<file path="src/rtl/spi_pkg.sv">
package spi_pkg;
    localparam int unsigned DATA_W = 8;
    localparam int unsigned RATE_W = 3;
    localparam int unsigned ADDR_W = 2;

    typedef enum logic [ADDR_W-1:0] {
        REG_RATE = 2'd0,
        REG_STAT = 2'd1,
        REG_DATA = 2'd2,
        REG_NONE = 2'd3
    } reg_sel_e;

    localparam int unsigned STAT_DONE_BIT = 7;
    localparam int unsigned STAT_COLL_BIT = 6;
endpackage

</file>
<file path="src/rtl/spi_rate_div.sv">
module spi_rate_div #(
    parameter int unsigned RATE_W = spi_pkg::RATE_W
) (
    input  logic              clk,
    input  logic              rst_n,
    input  logic              run,
    input  logic [RATE_W-1:0] rate,
    output logic              tick
);
    localparam int unsigned CW = (1 << RATE_W) - 1;

    typedef struct packed {
        logic [CW-1:0] cnt;
    } div_st_t;

    div_st_t st_d, st_q;
    logic [CW-1:0] lim;

    always_comb begin
        st_d = st_q;
        lim  = ~({CW{1'b1}} << rate);
        tick = 1'b0;
        if (!run) begin
            st_d.cnt = '0;
        end else if (st_q.cnt >= lim) begin
            tick     = 1'b1;
            st_d.cnt = '0;
        end else begin
            st_d.cnt = st_q.cnt + 1'b1;
        end
    end

    always_ff @(posedge clk or negedge rst_n) begin
        if (!rst_n) st_q <= '0;
        else        st_q <= st_d;
    end

    p_tick_only_running_r2: assert property (@(posedge clk) disable iff (!rst_n)
        tick |-> run);
endmodule

</file>
<file path="src/rtl/spi_shifter.sv">
module spi_shifter #(
    parameter int unsigned DW = spi_pkg::DATA_W
) (
    input  logic          clk,
    input  logic          rst_n,
    input  logic          start,
    input  logic [DW-1:0] load_data,
    input  logic          tick,
    input  logic          miso,
    output logic          busy,
    output logic          sck,
    output logic          mosi,
    output logic [DW-1:0] rx_data,
    output logic          done
);
    localparam int unsigned BCW = $clog2(DW);

    typedef struct packed {
        logic           busy;
        logic           sck;
        logic           samp;
        logic [BCW-1:0] bits;
        logic [DW-1:0]  sr;
        logic [DW-1:0]  rx;
    } shf_st_t;

    shf_st_t st_d, st_q;

    always_comb begin
        st_d = st_q;
        done = 1'b0;
        if (!st_q.busy) begin
            if (start) begin
                st_d.busy = 1'b1;
                st_d.sck  = 1'b0;
                st_d.bits = '0;
                st_d.sr   = load_data;
            end
        end else if (tick) begin
            if (!st_q.sck) begin
                st_d.sck  = 1'b1;
                st_d.samp = miso;
            end else begin
                st_d.sck  = 1'b0;
                st_d.sr   = {st_q.sr[DW-2:0], st_q.samp};
                st_d.bits = st_q.bits + 1'b1;
                if (st_q.bits == BCW'(DW-1)) begin
                    st_d.busy = 1'b0;
                    st_d.rx   = {st_q.sr[DW-2:0], st_q.samp};
                    done      = 1'b1;
                end
            end
        end
    end

    always_ff @(posedge clk or negedge rst_n) begin
        if (!rst_n) st_q <= '0;
        else        st_q <= st_d;
    end

    assign busy    = st_q.busy;
    assign sck     = st_q.sck;
    assign mosi    = st_q.sr[DW-1];
    assign rx_data = st_q.rx;

    p_sck_idle_low_r3: assert property (@(posedge clk) disable iff (!rst_n)
        !busy |-> !sck);
    p_mosi_hold_high_r3: assert property (@(posedge clk) disable iff (!rst_n)
        sck |-> $stable(mosi));
    p_start_when_idle_r9: assert property (@(posedge clk) disable iff (!rst_n)
        (start && !busy) |=> (busy && !sck));
endmodule

</file>
<file path="src/rtl/spi_flag_ctrl.sv">
module spi_flag_ctrl (
    input  logic clk,
    input  logic rst_n,
    input  logic done,
    input  logic coll,
    input  logic stat_rd,
    input  logic data_acc,
    output logic cpl_flag,
    output logic coll_flag
);
    typedef struct packed {
        logic cpl;
        logic col;
        logic armed;
    } flg_st_t;

    flg_st_t st_d, st_q;

    always_comb begin
        st_d = st_q;
        if (stat_rd) begin
            st_d.armed = st_q.cpl | st_q.col;
        end
        if (data_acc && st_q.armed) begin
            st_d.cpl   = 1'b0;
            st_d.col   = 1'b0;
            st_d.armed = 1'b0;
        end
        if (done) st_d.cpl = 1'b1;
        if (coll) st_d.col = 1'b1;
    end

    always_ff @(posedge clk or negedge rst_n) begin
        if (!rst_n) st_q <= '0;
        else        st_q <= st_d;
    end

    assign cpl_flag  = st_q.cpl;
    assign coll_flag = st_q.col;

    p_done_sets_flag_r5: assert property (@(posedge clk) disable iff (!rst_n)
        done |=> cpl_flag);
    p_cpl_fall_on_data_r6: assert property (@(posedge clk) disable iff (!rst_n)
        $fell(cpl_flag) |-> $past(data_acc));
    p_col_fall_on_data_r8: assert property (@(posedge clk) disable iff (!rst_n)
        $fell(coll_flag) |-> $past(data_acc));
endmodule

</file>
<file path="src/rtl/spi_byte_master.sv">
module spi_byte_master #(
    parameter int unsigned DW     = spi_pkg::DATA_W,
    parameter int unsigned RATE_W = spi_pkg::RATE_W,
    parameter int unsigned AW     = spi_pkg::ADDR_W
) (
    input  logic          clk,
    input  logic          rst_n,
    input  logic          bus_sel,
    input  logic          bus_wr,
    input  logic [AW-1:0] bus_addr,
    input  logic [DW-1:0] bus_wdata,
    output logic [DW-1:0] bus_rdata,
    input  logic          irq_en,
    output logic          irq,
    output logic          sck,
    output logic          mosi,
    input  logic          miso
);
    import spi_pkg::*;

    typedef struct packed {
        logic [RATE_W-1:0] rate;
    } top_st_t;

    top_st_t st_d, st_q;

    logic          hit_rate, hit_stat, hit_data;
    logic          busy, tick, done;
    logic          start, coll, stat_rd;
    logic          cpl_flag, coll_flag;
    logic [DW-1:0] rx_data;
    logic [DW-1:0] stat_word;

    always_comb begin
        hit_rate = bus_sel && (bus_addr == REG_RATE);
        hit_stat = bus_sel && (bus_addr == REG_STAT);
        hit_data = bus_sel && (bus_addr == REG_DATA);
        stat_rd  = hit_stat && !bus_wr;
        start    = hit_data && bus_wr && !busy;
        coll     = hit_data && bus_wr && busy;

        st_d = st_q;
        if (hit_rate && bus_wr) st_d.rate = bus_wdata[RATE_W-1:0];
    end

    always_ff @(posedge clk or negedge rst_n) begin
        if (!rst_n) st_q <= '0;
        else        st_q <= st_d;
    end

    always_comb begin
        stat_word                = '0;
        stat_word[STAT_DONE_BIT] = cpl_flag;
        stat_word[STAT_COLL_BIT] = coll_flag;
        case (bus_addr)
            REG_RATE: bus_rdata = {{(DW-RATE_W){1'b0}}, st_q.rate};
            REG_STAT: bus_rdata = stat_word;
            REG_DATA: bus_rdata = rx_data;
            default:  bus_rdata = '0;
        endcase
    end

    assign irq = cpl_flag & irq_en;

    spi_rate_div #(.RATE_W(RATE_W)) u_div (
        .clk  (clk),
        .rst_n(rst_n),
        .run  (busy),
        .rate (st_q.rate),
        .tick (tick)
    );

    spi_shifter #(.DW(DW)) u_shf (
        .clk      (clk),
        .rst_n    (rst_n),
        .start    (start),
        .load_data(bus_wdata),
        .tick     (tick),
        .miso     (miso),
        .busy     (busy),
        .sck      (sck),
        .mosi     (mosi),
        .rx_data  (rx_data),
        .done     (done)
    );

    spi_flag_ctrl u_flg (
        .clk      (clk),
        .rst_n    (rst_n),
        .done     (done),
        .coll     (coll),
        .stat_rd  (stat_rd),
        .data_acc (hit_data),
        .cpl_flag (cpl_flag),
        .coll_flag(coll_flag)
    );

    p_busy_write_collides_r8: assert property (@(posedge clk) disable iff (!rst_n)
        (hit_data && bus_wr && busy) |=> coll_flag);
    p_status_write_inert_r7: assert property (@(posedge clk) disable iff (!rst_n)
        (hit_stat && bus_wr && !done && !coll) |=> ($stable(cpl_flag) && $stable(coll_flag)));
    p_irq_needs_flag_r10: assert property (@(posedge clk) disable iff (!rst_n)
        irq |-> irq_en);
endmodule

</file>
<file path="config.mk">
export PLATFORM = sky130hd
export DESIGN_NAME = spi_byte_master
export DESIGN_NICKNAME = d
export VERILOG_FILES = /design/src/rtl/spi_pkg.sv /design/src/rtl/spi_rate_div.sv /design/src/rtl/spi_shifter.sv /design/src/rtl/spi_flag_ctrl.sv /design/src/rtl/spi_byte_master.sv
export SDC_FILE = /design/constraint.sdc
export NUM_CORES = 1
export LEC_CHECK = 0
export CORE_ASPECT_RATIO = 1.25
export CORE_MARGIN = 1
export CORE_UTILIZATION = 40
export DETAILED_ROUTE_END_ITERATION = 8
export SYNTH_ARGS = -nofsm -noshare
export SYNTH_HDL_FRONTEND = slang
export SYNTH_SLANG_ARGS = --single-unit
</file>
<file path="constraint.sdc">
create_clock -name clk -period 2.94 [get_ports clk]
set_clock_uncertainty 0.2 [all_clocks]
set_input_delay 0.588 -clock clk [delete_from_list [all_inputs] [get_ports clk]]
set_output_delay 0.588 -clock clk [all_outputs]
set_load 0.05 [all_outputs]
</file>
==> metrics <==
status finished, final reports clean; crit path kind reg -> reg; Crit. End Element flop; worst skew pair latency 0.28 ns; CTS resizes 0; H-tree Lvls 2; Yosys cell types 31; Hold Vio Cnt, Final 0; WP buf/inv 0; Synth Warn # 0; main combinational cell family by area after synthesis simple AND/OR/NAND/NOR gates; Fin Setup TNS 0 ns; RSZ-0062 raised after global routing no; multi-input logic area 871 sq um; count of state elements after synthesis 35; finished layout cell area 2320 sq um; worst slew pin tran 0.501 ns; worst reg-to-reg setup slack 0.24 ns; Worst EP required 2.91 ns; overall power after layout 1.96 mW; XOR/XNOR Fraction of Synth Area 2.47%; Fmax 370 MHz; crit path max fanout 11; clock root buffer clkbuf_8; most common cell after layout, fill and taps aside dfrtp_1; period utilisation layout 91.8%; full die area 4700 sq um; final-layout fill cell count 386; max-slew violations 0; fraction of registers with async set/reset 100%; Die Height 76.4 um; area grow syn2layout 30.7%; Max transition margin 66.5%; CP cell instances o21ai_0, ha_1, a21o_1, a221o_1, a41o_2, and2_4, a221o_2; Critical path destination u_shf.st_q[8]$_DFFE_PN0P_; clock sink total 35; first drt pass iteration count 4; Reg-to-Reg Start st_q[1]$_DFFE_PN0P_; max incr delay on CP 0.46 ns; cell area after synthesis 1770 sq um; Primary FF master, synth dfrtp_1; initial core utilization 42.6%; syn nets 188; number of remaining DRC errors 0; simple-gate portion of the synthesized area 16.4%; Synth Area in Compound Gates 13.1%; sequential area share after synthesis 49.4%; CP Launch Type flop; Setup WS pre-CTS 0.131 ns; share of cells above drive strength 1 20.4%; adder-cell share of the synthesized area 7.06%; final wirelength 3.69 mm; via count 1329; crit path DAT 2.67 ns; Power Density 847 nW/um^2; delay-heaviest family, CP compound AO/OA/AOI/OAI gates; TritonCTS Buffers 5; initial drt markers 59; All-Layer GR Usage 18.2%; PortBufs 26; core area 4160 sq um; final number of setup-violating endpoints 0; antenna violations before repair 0; Clock Tree Buf Depth 2; multiplexer area fraction after synthesis 9.32%; cts hold-fix bufs 0; Hold Path Class reg -> reg; worst reg2reg endpoint u_shf.st_q[8]$_DFFE_PN0P_; first-pass GRT wire length 6.19 mm; grt total ovfl 0; reg2reg path depth 7; row cnt 26; Synth Area per Inst 10.9 sq um; Vias/cell 5.27; Crit. path cell count 7; CTS tree yes; average wire per standard cell 14.6 um; Antenna diodes 0; Worst Setup SP st_q[1]$_DFFE_PN0P_; setup bufs post-CTS 0; placed instance area 2190 sq um; fin crit period 2.70 ns; I/O pins 27; Post-synth EDFFs 0; Layout Cells excl Fill 252; vias in the first global route 1281; Slowest-stage cell, CP dfrtp_1; leakage power 1.08 nW; Routed Antenna Nets 0; cell count after placement 244; post-synthesis instance total 162; Final #Nets 221; Die X 61.5 um; Reg area 876 sq um; max cap viols 0; clock slew at reported path FFs 0.07 ns; final design utilization 55.6%; Peak VDD IR 598 uV; most frequent cells in the layout dfrtp_1 (35), clkdlybuf4s50_1 (17), nor2_1 (15), and2_1 (13); slack of the critical path 0.240 ns; WHS 0.285 ns; largest net degree at the start of global routing 36; detailed placement HPWL 2.81 mm; gpl congestion 0.776
==> where the power goes <==
group	internal [mW]	total [mW]	switching [mW]	leakage, nW
clock network	0.274	0.439	0.165	0.0612
logic	0.345	0.739	0.394	0.566
registers	0.640	0.784	0.144	0.452
==> cell type report <==
class | count | area share, %
Multi-Input combinational cell | 119 | 37.6
Clock buffer | 6 | 3.56
Clock inverter | 2 | 1.51
Inverter | 4 | 0.648
Sequential cell | 35 | 37.8
Tap cell | 56 | 3.02
Timing Repair Buffer | 30 | 15.9
==> synthesized netlist by cell type, types with 3 or more instances <==
cell     number  area share, %
nor2_1       15            3.2
dfrtp_1      35             49
mux2_2       12            7.6
nand2_1      10            2.1
and2_1       13            4.6
a21oi_1       4            1.1
ha_1         10            7.1
mux2i_1       3            1.7
o21ai_0      12            3.4
a221o_1       8            4.5
xnor2_1       3            1.5
inv_1         4           0.85
nand3_1       8            2.3
==> worst min-delay path by stage <==
stage	startpoint	end	slack [ns]	cells past startpoint
finish	u_div.st_q[0]$_DFF_PN0_	u_div.st_q[0]$_DFF_PN0_	0.28	1
floorplan	rst_n	st_q[0]$_DFFE_PN0P_	0.09	0
detailed placement	u_div.st_q[0]$_DFF_PN0_	u_div.st_q[0]$_DFF_PN0_	0.27	1
CTS	u_div.st_q[0]$_DFF_PN0_	u_div.st_q[0]$_DFF_PN0_	0.29	1
global route	u_div.st_q[0]$_DFF_PN0_	u_div.st_q[0]$_DFF_PN0_	0.31	1
global placement	u_div.st_q[0]$_DFF_PN0_	u_div.st_q[0]$_DFF_PN0_	0.28	1
==> flip-flops by register name, summed over array words and instances (netlist names) <==
| signal | cells |
|---|---|
| u_shf.st_q | 11 |
| u_shf.rx_data | 8 |
| u_div.st_q | 7 |
| st_q | 3 |
| u_flg.coll_flag | 1 |
| u_flg.cpl_flag | 1 |
| u_flg.st_q | 1 |
| u_shf.busy | 1 |
| u_shf.mosi | 1 |
| u_shf.sck | 1 |
==> metal layers <==
layer / GRT usage [%] / up-vias / share of wire (%)
li1: - / 647 / -
met1: 22.5 / 650 / 43
met2: 29.2 / 28 / 52
met3: 4.92 / 4 / 3.4
met4: 6.89 / 0 / 1.3
met5: 0 / - / 0
==> cells by family after synthesis <==
kind of cell    Yosys count
simple gates             57
buf+inv                   8
compound gates           32
flops                    35
mux                      15
fa+ha+maj                10
xor+xnor                  5
(Power assumes the default switching activity.)
